===== src/rtl/e3_ferf_pkg.sv =====
package e3_ferf_pkg;

    // One accepted frame event handed from the front end to the filter
    typedef struct packed {
        logic adv;   // frame counts toward the run
        logic smp;   // sampled FERF value of that frame
    } frame_evt_t;

    typedef enum logic {
        PERSIST_SHORT = 1'b0,
        PERSIST_LONG  = 1'b1
    } persist_t;

    function automatic int unsigned persist_limit(
        input persist_t sel,
        input int unsigned short_n,
        input int unsigned long_n
    );
        return (sel == PERSIST_LONG) ? long_n : short_n;
    endfunction

endpackage


===== src/rtl/ferf_run_counter.sv =====
module ferf_run_counter
    import e3_ferf_pkg::*;
#(
    parameter int unsigned RUN_MAX = 5,
    localparam int unsigned RW = $clog2(RUN_MAX + 1)
) (
    input  logic          clk,
    input  logic          rst,
    input  frame_evt_t    evt,
    output logic [RW-1:0] streak
);
    logic [RW-1:0] run_q;
    logic          last_q;

    // Length of the current run, counting the frame arriving now
    always_comb begin
        if (!evt.adv)
            streak = run_q;
        else if (evt.smp != last_q)
            streak = RW'(1);
        else if (run_q == RW'(RUN_MAX))
            streak = run_q;
        else
            streak = run_q + RW'(1);
    end

    always_ff @(posedge clk) begin
        if (rst) begin
            run_q  <= '0;
            last_q <= 1'b0;
        end else if (evt.adv) begin
            run_q  <= streak;
            last_q <= evt.smp;
        end
    end
endmodule


===== src/rtl/ferf_status_reg.sv =====
module ferf_status_reg
    import e3_ferf_pkg::*;
#(
    parameter int unsigned SHORT_N = 3,
    parameter int unsigned LONG_N  = 5,
    localparam int unsigned RW = $clog2(LONG_N + 1)
) (
    input  logic          clk,
    input  logic          rst,
    input  frame_evt_t    evt,
    input  logic [RW-1:0] streak,
    input  persist_t      sel,
    output logic          status,
    output logic          flip
);
    logic [RW-1:0] limit;

    always_comb begin
        limit = RW'(persist_limit(sel, SHORT_N, LONG_N));
        flip  = evt.adv && (evt.smp != status) && (streak >= limit);
    end

    always_ff @(posedge clk) begin
        if (rst)
            status <= 1'b0;
        else if (flip)
            status <= evt.smp;
    end
endmodule


===== src/rtl/ferf_irq_latch.sv =====
module ferf_irq_latch (
    input  logic clk,
    input  logic rst,
    input  logic set,
    input  logic clr,
    input  logic en,
    output logic flag,
    output logic req
);
    always_ff @(posedge clk) begin
        if (rst)
            flag <= 1'b0;
        else if (set)
            flag <= 1'b1;
        else if (clr)
            flag <= 1'b0;
    end

    assign req = flag & en;
endmodule


===== src/rtl/e3_ferf_filter.sv =====
module e3_ferf_filter
    import e3_ferf_pkg::*;
#(
    parameter int unsigned SHORT_N = 3,
    parameter int unsigned LONG_N  = 5,
    localparam int unsigned RW = $clog2(LONG_N + 1)
) (
    input  logic clk,
    input  logic rst,
    input  logic frame_stb,
    input  logic ferf_bit,
    input  logic frame_sync,
    input  logic persist_sel,
    input  logic irq_en,
    input  logic irq_clr,
    output logic ferf_status,
    output logic irq_flag,
    output logic irq_req
);
    frame_evt_t    evt;
    logic [RW-1:0] streak;
    logic          flip;

    always_comb begin
        evt.adv = frame_stb && frame_sync;
        evt.smp = ferf_bit;
    end

    ferf_run_counter #(.RUN_MAX(LONG_N)) u_run (
        .clk    (clk),
        .rst    (rst),
        .evt    (evt),
        .streak (streak)
    );

    ferf_status_reg #(.SHORT_N(SHORT_N), .LONG_N(LONG_N)) u_stat (
        .clk    (clk),
        .rst    (rst),
        .evt    (evt),
        .streak (streak),
        .sel    (persist_t'(persist_sel)),
        .status (ferf_status),
        .flip   (flip)
    );

    ferf_irq_latch u_irq (
        .clk  (clk),
        .rst  (rst),
        .set  (flip),
        .clr  (irq_clr),
        .en   (irq_en),
        .flag (irq_flag),
        .req  (irq_req)
    );
endmodule


===== config.mk =====
export PLATFORM = sky130hd
export DESIGN_NAME = e3_ferf_filter
export DESIGN_NICKNAME = d
export VERILOG_FILES = /design/src/rtl/e3_ferf_pkg.sv /design/src/rtl/ferf_run_counter.sv /design/src/rtl/ferf_status_reg.sv /design/src/rtl/ferf_irq_latch.sv /design/src/rtl/e3_ferf_filter.sv
export SDC_FILE = /design/constraint.sdc
export NUM_CORES = 1
export LEC_CHECK = 0
export BUFFER_PORTS_ARGS = -buffer_cell sky130_fd_sc_hd__buf_2
export CELL_PAD_IN_SITES_DETAIL_PLACEMENT = 1
export CELL_PAD_IN_SITES_GLOBAL_PLACEMENT = 1
export CORE_AREA = 2 2 39 41
export DETAILED_ROUTE_END_ITERATION = 16
export DIE_AREA = 0 0 41 43
export GPL_TIMING_DRIVEN = 1
export PLACE_DENSITY_LB_ADDON = 0.1
export SYNTH_ARGS = -nofsm -noshare
export SYNTH_HDL_FRONTEND = slang
export SYNTH_HIERARCHICAL = 1
export SYNTH_SLANG_ARGS = --single-unit

===== constraint.sdc =====
create_clock -name clk -period 4.7 [get_ports clk]
set_input_delay 1.41 -clock clk [delete_from_list [all_inputs] [get_ports clk]]
set_output_delay 1.41 -clock clk [all_outputs]
set_load 0.005 [all_outputs]

Yosys cells after proc, flatten, opt, wreduce, memory -nomap -nowiden
Cells that the tools add are included.
{ "totals": {"register_bits": 6, "input_bits": 8, "out_inout_bits": 3, "wordCells": 20} }
{ "classes": {"add_sub_neg": 1, "order_cmp": 1, "n_eq_ne": 3, "muxes": 6, "n_bitwise": 1, "n_reduce_logical": 4} }
{ "ops": {"columns": ["cell", "n"], "rows": [
  ["2-to-1 mux 3 bit", 4],
  ["adder 3 x 1 -> 3 bit (second input constant)", 1],
  ["== test 3 bit (second input constant)", 1],
  ["greater-or-equal comparator 3 bit", 1],
  ["logical AND 1 bit", 3],
  ["2-to-1 mux 1 bit", 2],
  ["inequality test 1 bit", 2],
  ["nonzero test 2 bit", 1],
  ["AND 1 bit", 1]
]} }

Depth between registers and ports, before layout
Gate-level depths: netlist of the first run.
{ "depth": {"depth_word": 7, "mapped_depth": 10} }

Hierarchy
The synthesis of the first run kept the hierarchy.
{ "modules_own_cells": {"columns": ["module", "instances", "cells_each", "area_each_um2", "seq_area_each_um2"], "rows": [
  ["ferf_run_counter", 1, 25, 266.5, 80.1],
  ["ferf_status_reg", 1, 12, 122.6, 20.0],
  ["ferf_irq_latch", 1, 5, 45.0, 20.0],
  ["e3_ferf_filter", 1, 1, 6.3, 0.0]
]} }

Worst setup path before layout of the first run
OpenSTA, ideal clock, no wires.
{ "synth_path": {"path_kind": "input to register", "from": "in frame_stb", "to": "reg u_irq.flag", "setup_time_ns": 0.113, "arrival_ns": 2.954, "required_time_ns": 4.587, "slack_ns": 1.632, "cell_stages": 9, "path_buffers": 0, "path_cell_list": "and2_1 -> a21boi_2 -> mux2_4 -> nor2_1 -> ha_1 -> a211oi_4 -> nor3_1 -> inv_1 -> a21oi_2"} }
{ "synth_via": {"elab_chain_len": 5, "elab_cells_between_ends": 7} }
{ "synth_lines": {"columns": ["item", "line", "text"], "rows": [
  ["from (decl)", "e3_ferf_filter.sv:10", "input logic frame_stb,"],
  ["logical AND 1 bit *", "e3_ferf_filter.sv:25", "evt.adv = frame_stb && frame_sync;"],
  ["2-to-1 mux 3 bit *", "ferf_run_counter.sv:17", "if (!evt.adv)"],
  ["via streak[1]", "e3_ferf_filter.sv:21", "logic [RW-1:0] streak;"],
  ["greater-or-equal comparator 3 bit *", "ferf_status_reg.sv:20", "flip = evt.adv && (evt.smp != status) && (streak >= limit);"],
  ["logical AND 1 bit *", "ferf_status_reg.sv:20", null],
  ["via flip", "e3_ferf_filter.sv:22", "logic flip;"],
  ["2-to-1 mux 1 bit or nonzero test 2 bit (tied branches)", null, null],
  ["to (signal assigned)", "ferf_irq_latch.sv:12", "flag <= 1'b0;"],
  ["to (signal assigned)", "ferf_irq_latch.sv:14", "flag <= 1'b1;"],
  ["to (signal assigned)", "ferf_irq_latch.sv:16", "flag <= 1'b0;"],
  ["to (decl)", "ferf_irq_latch.sv:7", "output logic flag,"]
]} }
Mark *: on every way through the listed nets, which the timed path passes. The rest lies on a longest branch.
A chain may end at the register's enable or synchronous reset.

Worst setup path in the final report of the first run
{ "layout_path": {"from": "in irq_en", "to": "out irq_req"} }
{ "layout_via": {"elab_chain_len": 1} }
{ "layout_lines": {"columns": ["item", "line", "text"], "rows": [
  ["from (decl)", "e3_ferf_filter.sv:14", "input logic irq_en,"],
  ["AND 1 bit", "ferf_irq_latch.sv:19", "assign req = flag & en;"],
  ["to (decl)", "e3_ferf_filter.sv:18", "output logic irq_req"]
]} }
Every way passes these cells.

==> results by group, run 1 <==
Die
  • Width of the chip: 41 um
  • Initial cell density of the core: 31.8%
  • Core Footprint: 0.00138 mm^2
  • I/O pin cnt: 11
  • Placement Rows: 14
  • Die footprint: 0.00176 mm^2
  • Chip height: 43 um

Yosys
  • Xor/xnor cell area share of the yosys netlist: 5.68%
  • Most area-hungry cell type in the Yosys netlist: dfxtp_1
  • Sequential area share after synthesis: 27.3%
  • Count of unique library cells instantiated by Yosys: 26
  • Area share of and/or/nand/nor cells after synthesis: 22.7%
  • Share of Yosys cell area claimed by the top area cell type: 27.3%
  • Post-synthesis share of cell area spent on full adders, half adders and majority gates: 11.4%
  • Seq cells post-synth: 6
  • Total standard cell area after synthesis: 440 um^2
  • Synthesized netlist net count: 55
  • Mux contribution to synthesized area: 5.68%
  • Gate Count Post-Synth: 43
  • Avg Synthesized Cell Area: 10.2 um^2
  • Largest cells by area after synthesis: dfxtp_1 (27%), ha_1 (11%), a211oi_4 (4.5%)
  • Fraction of the mapped netlist area in compound gates: 23.0%
  • Dominant combinational cell family by area after synthesis: compound AO/OA/AOI/OAI gates
  • Total of warnings raised by yosys: 6

Clock tree
  • Hold_buf cts: 0
  • Total clock buffers created by CTS: 3
  • CTS tree: yes
  • Post-CTS setup buffer count: 0
  • Longest Clk Path Bufs: 2
  • Clk_lat worst skew: 0.25 ns
  • Depth of the CTS H-tree: 1
  • Clk sinks: 6
  • Reg clk slew, reported paths: 0.05 ns
  • Number of gates given a new drive strength after cts: 0
  • Clock root buffer: clkbuf_4

Critical path
  • Delay contributed by the slowest stage of the critical path: 0.14 ns
  • Worst setup SP type: input pin
  • Endpoint required time on the critical path: 3.29 ns
  • Cells traversed along the worst timing path: buf_2 -> and2_1 -> buf_2
  • Critical path capture point type: output port
  • Critical path's slowest cell: and2_1
  • Worst Reg2Reg Path Length in Cells: 10
  • Reg2reg setup slack: 2.58 ns
  • Most frequent cell on the critical path: buf_2
  • Type of the worst setup path: in2out
  • Setup crit start: irq_en
  • Maximum fanout along the worst path: 1
  • Origin of the critical flop-to-flop path: u_run/run_q[1]
  • Arrival time worst endpoint: 1.76 ns
  • Endpoint of the lowest-slack register-to-register path: u_irq/flag

Layout
  • Number of antenna diodes: 0
  • Top library cells by usage in the layout, fill and taps aside: buf_2 (10), dfxtp_1 (6), inv_1 (5)
  • Layout cells sized above 1: 46.4%
  • Final Cell Area: 533 um^2
  • Area added between synthesis and finish: 21.0%
  • Leading cell type in the layout, fill and taps excluded: buf_2
  • Final Net Count: 70
  • Final instance count without filler cells: 72

Routing
  • Routed length per instance: 13.8 um
  • Violation count after the first detailed-routing iteration: 1
  • DRC violation count after routing: 0
  • Antenna-violating nets left: 0
  • Detailed-routing iteration count for the pre-antenna-repair pass: 3
  • Routed WL: 993 um
  • Vias post-DR: 353
  • Via density per instance: 4.90

Min path
  • Cells on Worst Hold Path: 2
  • Class of the most critical hold timing path: reg2reg
  • Worst min-delay path endpoint: u_irq/flag
  • HP Start: u_irq/flag

GRT
  • First-pass GRT wire length: 1680 um
  • Vias in the first global route: 398
  • All-layer global routing usage: 14.3%
  • Number of antenna violations at the first check in global routing: 0
  • Pin count of the biggest net entering global routing: 8
  • Global-route congestion overflow total: 0

Timing
  • Sum of negative setup slack: 0 ns
  • RSZ-0062 raised after global routing: no
  • Final hold violations: 0
  • Pins Over Slew Limit: 0
  • Worst Tran Pin Value: 0.309 ns
  • Period Utilization, post-route: 67.5%
  • Clock period minus final worst setup slack: 3.17 ns
  • Worst Skew: 0.00892 ns
  • Highest clock frequency the design can meet: 0.315 GHz
  • Final setup vio count: 0
  • Max transition margin: 79.2%

Placed design
  • Count of input and output buffers: 10
  • Final HPWL DP: 825 um
  • Total instance count after detailed placement: 69
  • Cell Area, Placed: 510 um^2
  • RePlAce Congestion: 0.661

Power
  • Worst VDD drop: 0.101 mV
  • Reported leakage power: 0.234 nW
  • Areal power density over the cells: 241 mW/mm^2
  • Total power consumption of the routed design: 0.000128 W

Job
  • Maximum Capacitance Violations: 0

Outcome
  • Run status: completed
cell type report:
| cell class | count | area (um^2) |
|---|---|---|
| clock buffers | 3 | 22.5 |
| fillers | 163 | 851 |
| inverters | 5 | 18.8 |
| multi-input cells | 32 | 302 |
| flip-flops and latches | 6 | 120 |
| well taps | 16 | 20.0 |
| repair buffers | 10 | 50.0 |
routing by layer:
layer / up-vias / GRT usage (%) / share of wire [%]
met4: 0 / 6.00 / 0.40
met3: 2 / 3.14 / 2.1
met5: - / 0 / 0
met2: 3 / 24.1 / 58
met1: 171 / 16.2 / 39
li1: 177 / - / -
worst max path at each step:
stage | slack, ns | cells past startpoint | endpoint
after floorplan | 1.63 | 9 | u_irq/flag
after global placement | 1.42 | 10 | u_irq/flag
after detailed placement | 1.37 | 10 | u_irq/flag
after CTS | 1.53 | 3 | irq_req
after global routing | 1.50 | 10 | u_irq/flag
final | 1.53 | 3 | irq_req
through the flow:
stage,setup slack (ns),util (%),hold WS [ns]
2_1_floorplan,1.63,-,0.482
3_3_place_gp,1.42,36.9,0.483
3_5_place_dp,1.37,36.9,0.498
4_1_cts,1.53,38.5,0.504
5_1_grt,1.50,38.5,0.535
6_report,1.53,38.5,0.499
cells by family after synthesis:
family | Yosys count
muxes | 2
adders and majority gates | 4
AOI/OAI and AO/OA | 10
and+or+nand+nor | 14
buffers and inverters | 5
xor gates and xnor gates | 2
DFF | 6
worst max-delay path: cells and delay by family:
kind / cells / cell delay, ns
buffers and inverters: 2 / 0.21
AND/OR/NAND/NOR: 1 / 0.14
registers in the layout, summed over array words and instances, names as in the netlist:
signal	flops
u_run/run_q	3
u_irq/flag	1
u_run/last_q	1
u_stat/status	1
power breakdown:
group | internal, W | switching (W)
Clock | 0.0000290 | 0.0000206
Combinational | 0.0000113 | 0.0000133
Sequential | 0.0000526 | 0.00000140
Total | 0.0000929 | 0.0000353
cell usage after synthesis, drive strengths merged:
| cell type | count |
|---|---|
| ha | 4 |
| mux2i | 1 |
| nor3 | 3 |
| nand2b | 1 |
| nor2 | 2 |
| nor4 | 1 |
| inv | 5 |
| a21oi | 3 |
| o21ai | 3 |
| dfxtp | 6 |
| a211oi | 2 |
| mux2 | 1 |
| xor2 | 1 |
| and2 | 3 |
| and4b | 1 |
| nor2b | 1 |
| a21boi | 1 |
| o41ai | 1 |
| xnor2 | 1 |
| nor3b | 1 |
| nand2 | 1 |
No activity file was read; power rests on OpenSTA's default activity.
==> run 2: changes to the inputs <==
--- a/config.mk
+++ b/config.mk
@@ -8,9 +8,8 @@
 export BUFFER_PORTS_ARGS = -buffer_cell sky130_fd_sc_hd__buf_2
 export CELL_PAD_IN_SITES_DETAIL_PLACEMENT = 1
 export CELL_PAD_IN_SITES_GLOBAL_PLACEMENT = 1
-export CORE_AREA = 2 2 39 41
+export CORE_UTILIZATION = 33
 export DETAILED_ROUTE_END_ITERATION = 16
-export DIE_AREA = 0 0 41 43
 export GPL_TIMING_DRIVEN = 1
 export PLACE_DENSITY_LB_ADDON = 0.1
 export SYNTH_ARGS = -nofsm -noshare
==> constraint.sdc (replaced) <==
create_clock -name clk -period 2.7 [get_ports clk]
set_input_delay 0.81 -clock clk [delete_from_list [all_inputs] [get_ports clk]]
set_output_delay 0.81 -clock clk [all_outputs]
set_load 0.005 [all_outputs]
==> run 2 against run 1 <==
Compared with the run above: total power rose by 76%; utilization rose by 7.4 points; non-clock buffer count rose by 1; worst setup slack got worse by 1.1 ns; combinational power rose by 79%; via count rose by 2.0%; critical endpoint is now u_irq/flag.
==> results by group, run 2 (synthesis results as in run 1) <==
Outcome
  • Run status: completed (unchanged)

Critical path
  • Endpoint required time on the critical path: 2.83 ns (was 3.29 ns)
  • Worst setup SP type: input pin (unchanged)
  • Type of the worst setup path: in2reg (was in2out)
  • Critical path capture point type: register (was output port)
  • Maximum fanout along the worst path: 3 (was 1)
  • Arrival time worst endpoint: 2.42 ns (was 1.76 ns)

Routing
  • Antenna-violating nets left: 0 (unchanged)
  • Routed WL: 996 um (was 993 um)
  • Routed length per instance: 14.0 um (was 13.8 um)
  • Via density per instance: 5.07 (was 4.90)
  • Violation count after the first detailed-routing iteration: 6 (was 1)
  • Detailed-routing iteration count for the pre-antenna-repair pass: 4 (was 3)
  • DRC violation count after routing: 0 (unchanged)
  • Vias post-DR: 360 (was 353)

Layout
  • Layout cells sized above 1: 47.4% (was 46.4%)
  • Final Net Count: 71 (was 70)
  • Area added between synthesis and finish: 22.2% (was 21.0%)
  • Number of antenna diodes: 0 (unchanged)
  • Top library cells by usage in the layout, fill and taps aside: buf_2 (10), dfxtp_1 (6), inv_1 (5) (unchanged)
  • Number of flip-flops in the largest register: 3 (unchanged)
  • Leading cell type in the layout, fill and taps excluded: buf_2 (unchanged)
  • Top register by number of flip-flops: u_run/run_q (unchanged)

GRT
  • Vias in the first global route: 381 (was 398)
  • Pin count of the biggest net entering global routing: 8 (unchanged)
  • Number of antenna violations at the first check in global routing: 0 (unchanged)
  • All-layer global routing usage: 17.8% (was 14.3%)
  • First-pass GRT wire length: 1730 um (was 1680 um)
  • Global-route congestion overflow total: 0 (unchanged)

Clock tree
  • Clk sinks: 6 (unchanged)
  • Longest Clk Path Bufs: 2 (unchanged)
  • Reg clk slew, reported paths: 0.05 ns (about the same)
  • Clock root buffer: clkbuf_4 (unchanged)
  • CTS tree: yes (unchanged)
  • Depth of the CTS H-tree: 1 (unchanged)
  • Total clock buffers created by CTS: 3 (unchanged)
  • Number of gates given a new drive strength after cts: 0 (unchanged)
  • Hold_buf cts: 0 (unchanged)
  • Post-CTS setup buffer count: 0 (unchanged)
  • Clk_lat worst skew: 0.25 ns (about the same)

Timing
  • Period Utilization, post-route: 84.7%
  • Clock period minus final worst setup slack: 2.29 ns
  • Final hold violations: 0 (unchanged)
  • Pins Over Slew Limit: 0 (unchanged)
  • Sum of negative setup slack: 0 ns (unchanged)
  • RSZ-0062 raised after global routing: no (unchanged)
  • Highest clock frequency the design can meet: 0.437 GHz
  • Worst Tran Pin Value: 0.316 ns (was 0.309 ns)
  • Final setup vio count: 0 (unchanged)
  • Worst Skew: 0.00294 ns (was 0.00892 ns)
  • Worst Hold Margin: 0.502 ns (was 0.499 ns)
  • Max transition margin: 78.8% (was 79.2%)

Power
  • Reported leakage power: 0.239 nW (was 0.234 nW)
  • Areal power density over the cells: 419 mW/mm^2 (was 241 mW/mm^2)
  • Worst VDD drop: 0.173 mV (was 0.101 mV)

Die
  • Width of the chip: 38.5 um (was 41 um)
  • Die footprint: 0.00148 mm^2 (was 0.00176 mm^2)
  • Chip height: 38.5 um (was 43 um)
  • I/O pin cnt: 11 (unchanged)
  • Core Footprint: 0.00117 mm^2 (was 0.00138 mm^2)
  • Placement Rows: 12 (was 14)
  • Initial cell density of the core: 37.6% (was 31.8%)

Placed design
  • RePlAce Congestion: 0.671 (was 0.661)
  • Final HPWL DP: 817 um (was 825 um)
  • Count of input and output buffers: 10 (unchanged)

Min path
  • Class of the most critical hold timing path: reg2reg (unchanged)

Job
  • Maximum Capacitance Violations: 0 (unchanged)
==> run 2: cell types whose count changed in the layout (fill, tap and decap cells not counted), sizes merged <==
| cell | delta |
|---|---|
| buf | +1 |
==> run 2: report_power, final <==
part           switching (W)  leakage (nW)  internal (W)
combinational      0.0000237         0.176     0.0000206
clock              0.0000368        0.0138     0.0000506
sequential        0.00000227        0.0488     0.0000915
==> run 2: cell type report <==
class                      instances  area [um^2]
sequential                         6          120
clock buffer                       3         22.5
multi-input combinational         32          302
timing repair buffer              11         57.6
fill                             143          633
inverter                           5         18.8
tap                               14         17.5
==> run 2: layer usage <==
layer / wire [um] / track usage [%] / up-vias
li1: - / - / 179
met3: 39 / 3.49 / 2
met5: 0 / 0 / -
met1: 441 / 21.2 / 170
met4: 7 / 12.9 / 0
met2: 508 / 27.9 / 9
==> run 2: stage by stage <==
step | std cells | instance area (um^2) | setup WS [ns] | power (W) | utilization, %
2_1_floorplan | 43 | 440 | 0.232 | 0.000125 | -
6_report | 71 | 538 | 0.413 | 0.000225 | 45.9
3_3_place_gp | 68 | 515 | 0.201 | 0.000137 | 44.0
4_1_cts | 71 | 538 | 0.419 | 0.000234 | 45.9
3_5_place_dp | 68 | 515 | 0.147 | 0.000140 | 44.0
5_1_grt | 71 | 538 | 0.327 | 0.000241 | 45.9
==> run 2: worst paths after layout <==
| kind | startpoint | endpoint | slack, ns | depth (start not counted) |
|---|---|---|---|---|
| worst max-delay path | frame_stb | u_irq/flag | 0.41 | 10 |
| worst min-delay path | u_irq/flag | u_irq/flag | 0.50 | 2 |
| worst max register to register | u_run/run_q[1] | u_irq/flag | 0.61 | 10 |
| worst min register to register | u_irq/flag | u_irq/flag | 0.50 | 2 |
==> run 2: worst max-delay path: stages <==
cell	delay, ns
buf_2	0.07
and2_1	0.15
a21boi_2	0.20
mux2_4	0.33
nor2_1	0.10
ha_1	0.26
a211oi_4	0.28
nor3_1	0.09
inv_1	0.08
a21oi_2	0.05
